`config.mk`:
```
export PLATFORM = sky130hd
export DESIGN_NAME = trace_fetch_cache
export DESIGN_NICKNAME = d
export VERILOG_FILES = /design/src/rtl/tc_pkg.sv /design/src/rtl/tc_line_store.sv /design/src/rtl/tc_hit_logic.sv /design/src/rtl/tc_out_latch.sv /design/src/rtl/trace_fetch_cache.sv
export SDC_FILE = /design/constraint.sdc
export NUM_CORES = 2
export LEC_CHECK = 0
export ABC_AREA = 0
export BUFFER_PORTS_ARGS = -buffer_cell sky130_fd_sc_hd__buf_2
export CORE_AREA = 2 2 645 647
export DETAILED_ROUTE_END_ITERATION = 8
export DIE_AREA = 0 0 647 649
export PLACE_DENSITY = 0.75
export SKIP_LAST_GASP = 1
export SLEW_MARGIN = 30
export SYNTH_ARGS = -nofsm -noshare
export SYNTH_HDL_FRONTEND = slang
export SYNTH_HIERARCHICAL = 1
export SYNTH_SLANG_ARGS = --single-unit
export TNS_END_PERCENT = 30
```
`constraint.sdc`:
```
create_clock -name clk -period 172.2 [get_ports clk]
set_input_delay 25.83 -clock clk [delete_from_list [all_inputs] [get_ports clk]]
set_output_delay 25.83 -clock clk [all_outputs]
set_load 0.01 [all_outputs]
```
`src/rtl/tc_pkg.sv`:
```
package tc_pkg;
    parameter int ADDR_W  = 16;
    parameter int INSTR_W = 32;
    parameter int N_INSTR = 16;
    parameter int M_BLK   = 3;
    parameter int LINES   = 8;

    localparam int IDX_W   = $clog2(LINES);
    localparam int TAG_W   = ADDR_W - IDX_W;
    localparam int CNT_W   = $clog2(N_INSTR + 1);
    localparam int BRC_W   = $clog2(M_BLK + 1);
    localparam int TRACE_W = N_INSTR * INSTR_W;

    typedef struct packed {
        logic [TAG_W-1:0]   tag;
        logic [M_BLK-1:0]   flags;
        logic [BRC_W-1:0]   br_count;
        logic [CNT_W-1:0]   len;
        logic [ADDR_W-1:0]  fall_addr;
        logic [ADDR_W-1:0]  targ_addr;
        logic [TRACE_W-1:0] instrs;
    } line_t;

    typedef struct packed {
        logic               hit;
        logic [TRACE_W-1:0] instrs;
        logic [CNT_W-1:0]   count;
        logic [ADDR_W-1:0]  next_addr;
    } latch_t;
endpackage

```
`src/rtl/tc_line_store.sv`:
```
module tc_line_store
    import tc_pkg::*;
(
    input  logic             clk,
    input  logic             rst,
    input  logic             wr_en,
    input  logic [IDX_W-1:0] wr_idx,
    input  line_t            wr_line,
    input  logic [IDX_W-1:0] rd_idx,
    output line_t            rd_line,
    output logic             rd_valid
);
    typedef struct packed {
        logic [LINES-1:0]  valid;
        line_t [LINES-1:0] lines;
    } store_t;

    store_t st_d, st_q;

    always_comb begin
        st_d = st_q;
        if (rst) begin
            st_d.valid = '0;
        end else if (wr_en) begin
            st_d.valid[wr_idx] = 1'b1;
            st_d.lines[wr_idx] = wr_line;
        end
    end

    always_ff @(posedge clk) begin
        st_q <= st_d;
    end

    // Lookup sees the contents held before any write on this edge
    assign rd_line  = st_q.lines[rd_idx];
    assign rd_valid = st_q.valid[rd_idx];

    assert_reset_clears_valid_R1: assert property (@(posedge clk) disable iff (rst)
        $past(rst) |-> (st_q.valid == '0));

    assert_fill_sets_valid_R7: assert property (@(posedge clk) disable iff (rst)
        ($past(wr_en) && !$past(rst)) |-> st_q.valid[$past(wr_idx)]);

    assert_valid_stable_without_write_R7: assert property (@(posedge clk) disable iff (rst)
        (!$past(wr_en) && !$past(rst)) |-> $stable(st_q.valid));
endmodule

```
`src/rtl/tc_hit_logic.sv`:
```
module tc_hit_logic
    import tc_pkg::*;
(
    input  logic              line_valid,
    input  line_t             line,
    input  logic [TAG_W-1:0]  fetch_tag,
    input  logic [M_BLK-1:0]  pred,
    output logic              hit,
    output logic [ADDR_W-1:0] next_addr
);
    logic [M_BLK-1:0] slot_ok;
    logic [M_BLK-1:0] slot_last_taken;

    // Per branch slot: agree with the stored flag, or lie past the branch count
    for (genvar i = 0; i < M_BLK; i++) begin : g_slot
        assign slot_ok[i] = (BRC_W'(i) >= line.br_count) || (pred[i] == line.flags[i]);
        assign slot_last_taken[i] = (BRC_W'(i + 1) == line.br_count) && pred[i];
    end

    assign hit       = line_valid && (line.tag == fetch_tag) && (&slot_ok);
    assign next_addr = (|slot_last_taken) ? line.targ_addr : line.fall_addr;
endmodule

```
`src/rtl/tc_out_latch.sv`:
```
module tc_out_latch
    import tc_pkg::*;
(
    input  logic               clk,
    input  logic               rst,
    input  logic               sel_trace,
    input  logic [TRACE_W-1:0] trace_instrs,
    input  logic [CNT_W-1:0]   trace_count,
    input  logic [ADDR_W-1:0]  trace_next,
    input  logic [TRACE_W-1:0] core_instrs,
    input  logic [CNT_W-1:0]   core_count,
    input  logic [ADDR_W-1:0]  core_next,
    output latch_t             latch_q
);
    latch_t latch_d;

    always_comb begin
        latch_d = latch_q;
        if (rst) begin
            latch_d = '0;
        end else if (sel_trace) begin
            latch_d.hit       = 1'b1;
            latch_d.instrs    = trace_instrs;
            latch_d.count     = trace_count;
            latch_d.next_addr = trace_next;
        end else begin
            latch_d.hit       = 1'b0;
            latch_d.instrs    = core_instrs;
            latch_d.count     = core_count;
            latch_d.next_addr = core_next;
        end
    end

    always_ff @(posedge clk) begin
        latch_q <= latch_d;
    end

    assert_miss_passes_core_R6: assert property (@(posedge clk) disable iff (rst)
        (!$past(rst) && !latch_q.hit) |->
            (latch_q.instrs == $past(core_instrs) && latch_q.count == $past(core_count)
             && latch_q.next_addr == $past(core_next)));
endmodule

```
`src/rtl/trace_fetch_cache.sv`:
```
module trace_fetch_cache
    import tc_pkg::*;
(
    input  logic               clk,
    input  logic               rst,
    input  logic [ADDR_W-1:0]  fetch_addr,
    input  logic [M_BLK-1:0]   pred,
    input  logic [TRACE_W-1:0] core_instrs,
    input  logic [CNT_W-1:0]   core_count,
    input  logic [ADDR_W-1:0]  core_next_addr,
    input  logic               fill_we,
    input  logic [ADDR_W-1:0]  fill_addr,
    input  logic [M_BLK-1:0]   fill_flags,
    input  logic [BRC_W-1:0]   fill_br_count,
    input  logic [CNT_W-1:0]   fill_len,
    input  logic [ADDR_W-1:0]  fill_fall_addr,
    input  logic [ADDR_W-1:0]  fill_targ_addr,
    input  logic [TRACE_W-1:0] fill_instrs,
    output logic               hit,
    output logic [TRACE_W-1:0] out_instrs,
    output logic [CNT_W-1:0]   out_count,
    output logic [ADDR_W-1:0]  out_next_addr
);
    line_t             wr_line;
    line_t             rd_line;
    logic              rd_valid;
    logic              lookup_hit;
    logic [ADDR_W-1:0] lookup_next;
    latch_t            latch_q;

    always_comb begin
        wr_line           = '0;
        wr_line.tag       = fill_addr[ADDR_W-1:IDX_W];
        wr_line.flags     = fill_flags;
        wr_line.br_count  = fill_br_count;
        wr_line.len       = fill_len;
        wr_line.fall_addr = fill_fall_addr;
        wr_line.targ_addr = fill_targ_addr;
        wr_line.instrs    = fill_instrs;
    end

    tc_line_store u_store (
        .clk      (clk),
        .rst      (rst),
        .wr_en    (fill_we),
        .wr_idx   (fill_addr[IDX_W-1:0]),
        .wr_line  (wr_line),
        .rd_idx   (fetch_addr[IDX_W-1:0]),
        .rd_line  (rd_line),
        .rd_valid (rd_valid)
    );

    tc_hit_logic u_hit (
        .line_valid (rd_valid),
        .line       (rd_line),
        .fetch_tag  (fetch_addr[ADDR_W-1:IDX_W]),
        .pred       (pred),
        .hit        (lookup_hit),
        .next_addr  (lookup_next)
    );

    tc_out_latch u_latch (
        .clk          (clk),
        .rst          (rst),
        .sel_trace    (lookup_hit),
        .trace_instrs (rd_line.instrs),
        .trace_count  (rd_line.len),
        .trace_next   (lookup_next),
        .core_instrs  (core_instrs),
        .core_count   (core_count),
        .core_next    (core_next_addr),
        .latch_q      (latch_q)
    );

    assign hit           = latch_q.hit;
    assign out_instrs    = latch_q.instrs;
    assign out_count     = latch_q.count;
    assign out_next_addr = latch_q.next_addr;

    assert_no_hit_after_reset_R1: assert property (@(posedge clk) disable iff (rst)
        $past(rst) |-> !hit);
endmodule

```
# --- Word-level counts from Yosys, hierarchy flattened ---
# Index checks and enable logic that the tools add are counted.
classes:
  n_lt_le_gt_ge: 6
  eq_ne: 7
  n_reduce_logical: 12
  multipliers: 0
  div: 0
  n_bitwise: 2
  mux: 11
  add_sub_neg: 0
  shifts: 0
ops:
  columns: ["operator", "count"]
  rows:
  - ["4536-bit bitwise mux", 1]
  - ["567-bit binary-select mux with 3-bit select", 1]
  - ["567-bit demux with 3-bit select", 1]
  - ["567-bit 2-to-1 mux", 2]
  - ["534-bit 2-to-1 mux", 1]
  - ["16-bit 2-to-1 mux", 1]
  - ["13-bit == test", 1]
  - ["3-bit by 4-bit < comparator with 1-bit output (second input constant)", 2]
  - ["8-bit OR", 1]
  - ["1-bit logical AND", 6]
  - ["2-bit == test (first input constant)", 2]
  - ["1-bit by 2-bit >= comparator with 1-bit output (first input constant)", 2]
  - ["1-bit binary-select mux with 3-bit select", 1]
  - ["1-bit demux with 3-bit select", 1]
  - ["1-bit == test", 3]
  - ["3-bit by 1-bit >= comparator with 1-bit output (second input constant)", 1]
  - ["1-bit logical OR", 3]
  - ["3-bit AND reduction", 1]
  - ["3-bit OR reduction", 1]
  - ["1-bit by 2-bit == test with 1-bit output (first input constant)", 1]
  - ["2-bit >= comparator (first input constant)", 1]
  - ["1-bit 2-to-1 mux", 2]
  - ["2-bit AND reduction", 1]
  - ["1-bit NOT", 1]
totals:
  out_inout_bits: 534
  mem_count: 0
  wordCells: 99
  inputBits: 1125
  latch_bits: 0
  rom_bits: 0
  mem_bits_rw: 0
  regBits: 5078

# --- Depth between registers and ports, before layout ---
logic_depth:
  ltp_word: 7
  ltp_mapped: 15
  mapped_depth_nobuf: 8

# --- By module ---
# The synthesis kept the hierarchy.
by_module_without_submodules:
  columns: ["mod", "cells_each", "area_each_um2", "n_inst"]
  rows:
  - ["tc_line_store", 6603, 170121.9, 1]
  - ["tc_out_latch", 1720, 18901.9, 1]
  - ["tc_hit_logic", 45, 459.2, 1]

# --- Worst setup path before layout ---
# OpenSTA, ideal clock, no wires.
synth_timing:
  kind: "input to register"
  from: "input fill_addr[0]"
  to: "register u_store/st_q[1000] (netlist bit), enable pin"
  cell_stages: 3
  arrival_time_ns: 79.729
  path_buffers: 1
  setup_time_ns: 2.884
  setup_slack_ns: 89.587
  cell_sequence: "clkbuf_1 > inv_1 > nor4_1"
synth_rtl:
  columns: ["element", "line_no", "source"]
  rows:
  - ["start, declared", "trace_fetch_cache.sv:12", "input logic [ADDR_W-1:0] fill_addr,"]
  - ["end signal, assigned", "tc_line_store.sv:31", "st_q <= st_d;"]
  - ["end, declared", "tc_line_store.sv:18", "store_t st_d, st_q;"]

==> metrics.md <==
| Metric | Value |
|---|---|
| Result of the run | `completed` |
| Die span in y | `around 650 microns` |
| Cell seen most often among critical-path stages | `buf_4` |
| Fraction of the core area covered by cells at the end of the flow | `53.5%` |
| Post-synthesis sequential element count | `a little over 5,000` |
| Post-route standard cell area excluding fillers | `between 200,000 and 250,000 sq um` |
| Clock-pin transition on the worst setup and hold timing paths | `~0.060 ns` |
| Met3 routed WL | `roughly 43 mm` |
| Vias/cell | `about 5.7` |
| Filler cell count in the final layout | `~30,000` |
| Cells along the critical path | `buf_8 > buf_16 > buf_4 > buf_4 > mux2_2 > xor2_1 > nor4_1 > nand3_1 > nor2_4 > buf_4 > buf_4 > buf_4 > buf_4 > buf_12 > mux2i_1 > nor2_1` |
| All-layer global routing usage | `between 20% and 30%` |
| Max-cap viol count | `0` |
| Multi-input gate area in the final layout | `~40,000 sq um` |
| Syn_nets | `9,493` |
| Period utilisation layout | `about a fifth` |
| Final critical delay including setup and external delays | `about 34 ns` |
| CTS tree | `done` |
| Number of levels in the clock H-tree | `5` |
| Minimum hold slack | `0.455 ns` |
| Start point of the worst hold path | `u_store/st_q[4536]` |
| Most common cell after layout, fill and taps aside | `edfxtp_1` |
| # rows | `between 200 and 250` |
| Largest driver fanout on the critical path | `100` |
| Worst Clk Skew | `a little under 0.08 ns` |
| Half-perimeter wire length after detailed placement | `303 mm` |
| Die Width | `around 650 microns` |
| Post-CTS setup buffer count | `0` |
| Power density of the placed cells | `11.7 nW/um^2` |
| CP max stage cell | `buf_4` |
| Signal arrival time at the worst endpoint | `~35 ns` |
| IO Pins | `about 1,700` |
| TritonCTS Buffers | `roughly 490` |
| Number of violations reported at the end of detailed-routing iteration 0 | `approximately 9,800` |
| Remaining antenna violation count after routing | `0` |
| Number of unique standard cell types used by synthesis | `31` |
| Last weighted congestion value of the routability-driven placer | `roughly 1.1` |
| Drt total wl | `486 mm` |
| Setup repair after global routing missed its margin | `false` |
| Post-synthesis cell count | `8,368` |
| Sequential element share of the synthesized area | `77.6%` |
| Pin count of the biggest net entering global routing | `151` |
| Routed length on met1 | `roughly 180 mm` |
| Most frequently used flop master after synthesis | `edfxtp_1` |
| Ys Warns | `6` |
| IR Drop Worst-Case VDD | `around 0.011 mV` |
| Worst flop-to-flop path startpoint | `u_store/st_q[565]` |
| Hold buffer count at cts | `0` |
| Wire length per cell after detailed routing | `between 20 and 30 microns` |
| Start point of the critical path | `fetch_addr[1]` |
| Area grow syn2layout | `16.5%` |
| DP Area | `a little over 200,000 sq um` |
| Gates resized, CTS repair | `0` |
| Detailed-routed wire length on met2 | `roughly 240 mm` |
| Ratio of cells with drive above 1 in the final layout | `between 40% and 50%` |
| Transition time at the pin with the least slew margin | `around 1.2 ns` |
| Synthesized cell area | `189,000 sq um` |
| Via count of the first global-routing pass | `approximately 94,000` |
| Lkg Pwr | `73.1 nW` |
| Worst Path Buf+Inv | `9` |
| Antenna violations before repair | `310` |
| Kind of capture point of the worst setup path | `register` |
| Number of failing setup endpoints in the final timing report | `0` |
| CTS Root Buffer Type | `clkbuf_16` |
| Via count of the routed design | `93,200` |
| Number of enable flip-flop cells after synthesis | `around 4,500` |
| Critical path startpoint category | `input port` |
| Synthesized area per cell | `around 23 sq um` |
| Fin. max-slew vios | `0` |
| CTS max path bufs | `4` |
| Timing-limited maximum frequency | `a little under 0.03 GHz` |
| Async S/R FF share, synth | `0%` |
| Initial Util | `between 40% and 50%` |
| Max-slew headroom at the worst pin | `between 10% and 20%` |
| Required @ worst endpoint | `173.01 ns` |
| Grt total ovfl | `0` |
| Number of buffers added on ports | `between 1,500 and 2,000` |
| Class of the tightest hold or removal check | `register to register` |
| Clock insertion delay at the later pin of the skew report | `between 1 and 1.5 ns` |
| Full die area | `420,000 sq um` |
| Storage element area | `about 150,000 sq um` |
| Number of nets in the layout | `approximately 11,000` |
| Final Hold Violating Endpoints | `0` |
| Crit-path leading delay family | `buffers and inverters` |
| Post-route DRC violation count | `0` |
| Uppermost metal layer occupied by signal nets | `met5` |
| First drt pass iteration count | `6` |
| Area inside the core boundary | `roughly 410,000 sq um` |
| Post-Route Setup TNS | `0 ns` |
| Classification of the worst setup path | `input port to register` |
| Crit path largest cell delay | `roughly 0.85 ns` |
| Global-route wire length before repair | `slightly below 700 mm` |
| Clock tree sinks | `between 5,000 and 6,000` |
| Commonest cells after routing, fill and taps aside | `edfxtp_1 (4,536), buf_2 (1,654), mux4_2 (1,136)` |
-- logic make-up (layout without fill, tap and decap cells) --
family | count (synthesis) | in the layout | share of synthesized area [%]
other cells | 0 | 158 | 0
xor+xnor | 16 | 16 | 0.0740
compound gates | 12 | 12 | 0.0416
mux | 2254 | 2254 | 19.8
buf+inv | 449 | 2749 | 1.31
flops | 5078 | 5078 | 77.6
simple gates | 559 | 559 | 1.15
-- path summary, 6_finish.rpt --
check,slack (ns),endpoint,cells after the start
min,0.46,u_store/st_q[4536],2
max reg2reg,165.07,u_latch/latch_q[401],13
min reg2reg,0.46,u_store/st_q[4536],2
max,138.31,u_latch/latch_q[401],16
-- through the flow --
step,worst slack (ns),cells,power [W]
final,138.31,16300,0.00259
after global placement,137.43,15200,0.00154
after floorplan,89.59,8368,0.00150
after global routing,138.34,16200,0.00266
after detailed placement,137.21,15200,0.00154
after CTS,138.16,16100,0.00261
-- state kept, by name (all words and copies together), names as in the netlist --
signal / flops
u_latch/latch_q: 534
u_store/st_q: 4544
-- area by class of cell --
type / instances / area share, %
clock inverters: 253 / 1.27
diodes: 158 / 0.179
flip-flops and latches: 5078 / 66.6
repair buffers: 1825 / 4.57
multi-input cells: 2841 / 18.1
clock buffers: 662 / 6.12
well taps: 5474 / 3.10
inverters: 9 / 0.0153
-- power by group --
| part | leakage [nW] | switching (W) | internal (W) |
|---|---|---|---|
| Sequential | 45.5 | 0.0000100 | 0.00137 |
| Combinational | 19.6 | 0.0000776 | 0.0000611 |
| Clock | 7.97 | 0.000461 | 0.000612 |
-- synthesized netlist by cell type, types with 2 or more instances --
cell type,number,share of area [%]
nor2_1,535,1.1
nand2b_1,2,0.0066
buf_6,32,0.19
inv_1,9,0.018
xor2_1,15,0.069
buf_2,102,0.27
clkbuf_1,146,0.29
buf_12,3,0.032
nor3_1,4,0.011
nand4bb_1,3,0.018
mux2_2,574,3.4
mux2_4,10,0.079
buf_4,69,0.27
nand4b_1,3,0.014
buf_8,11,0.087
mux2i_1,534,2.8
mux4_2,1136,14
nor4_1,7,0.023
buf_1,77,0.15
edfxtp_1,4536,72
a21oi_1,8,0.021
dfxtp_1,542,5.7
nand3_1,2,0.0053
-- worst register-to-register path, stage by stage (launching register included) --
cell and delay, ns:
edfxtp_1 0.37, mux4_2 0.46, mux2_2 0.28, xor2_1 0.15, nor4_1 0.57, nand3_1 0.23
nor2_4 0.52, buf_4 0.82, buf_4 0.74, buf_4 0.67, buf_4 0.79, buf_12 0.51
mux2i_1 0.76, nor2_1 0.08
-- layer usage --
layer / vias up / GRT usage, %
li1: 38400 / -
met1: 48900 / 27.9
met2: 4641 / 36.8
met3: 1055 / 6.07
met4: 198 / 10.7
met5: - / 0
No activity file was read; power rests on OpenSTA's default activity.
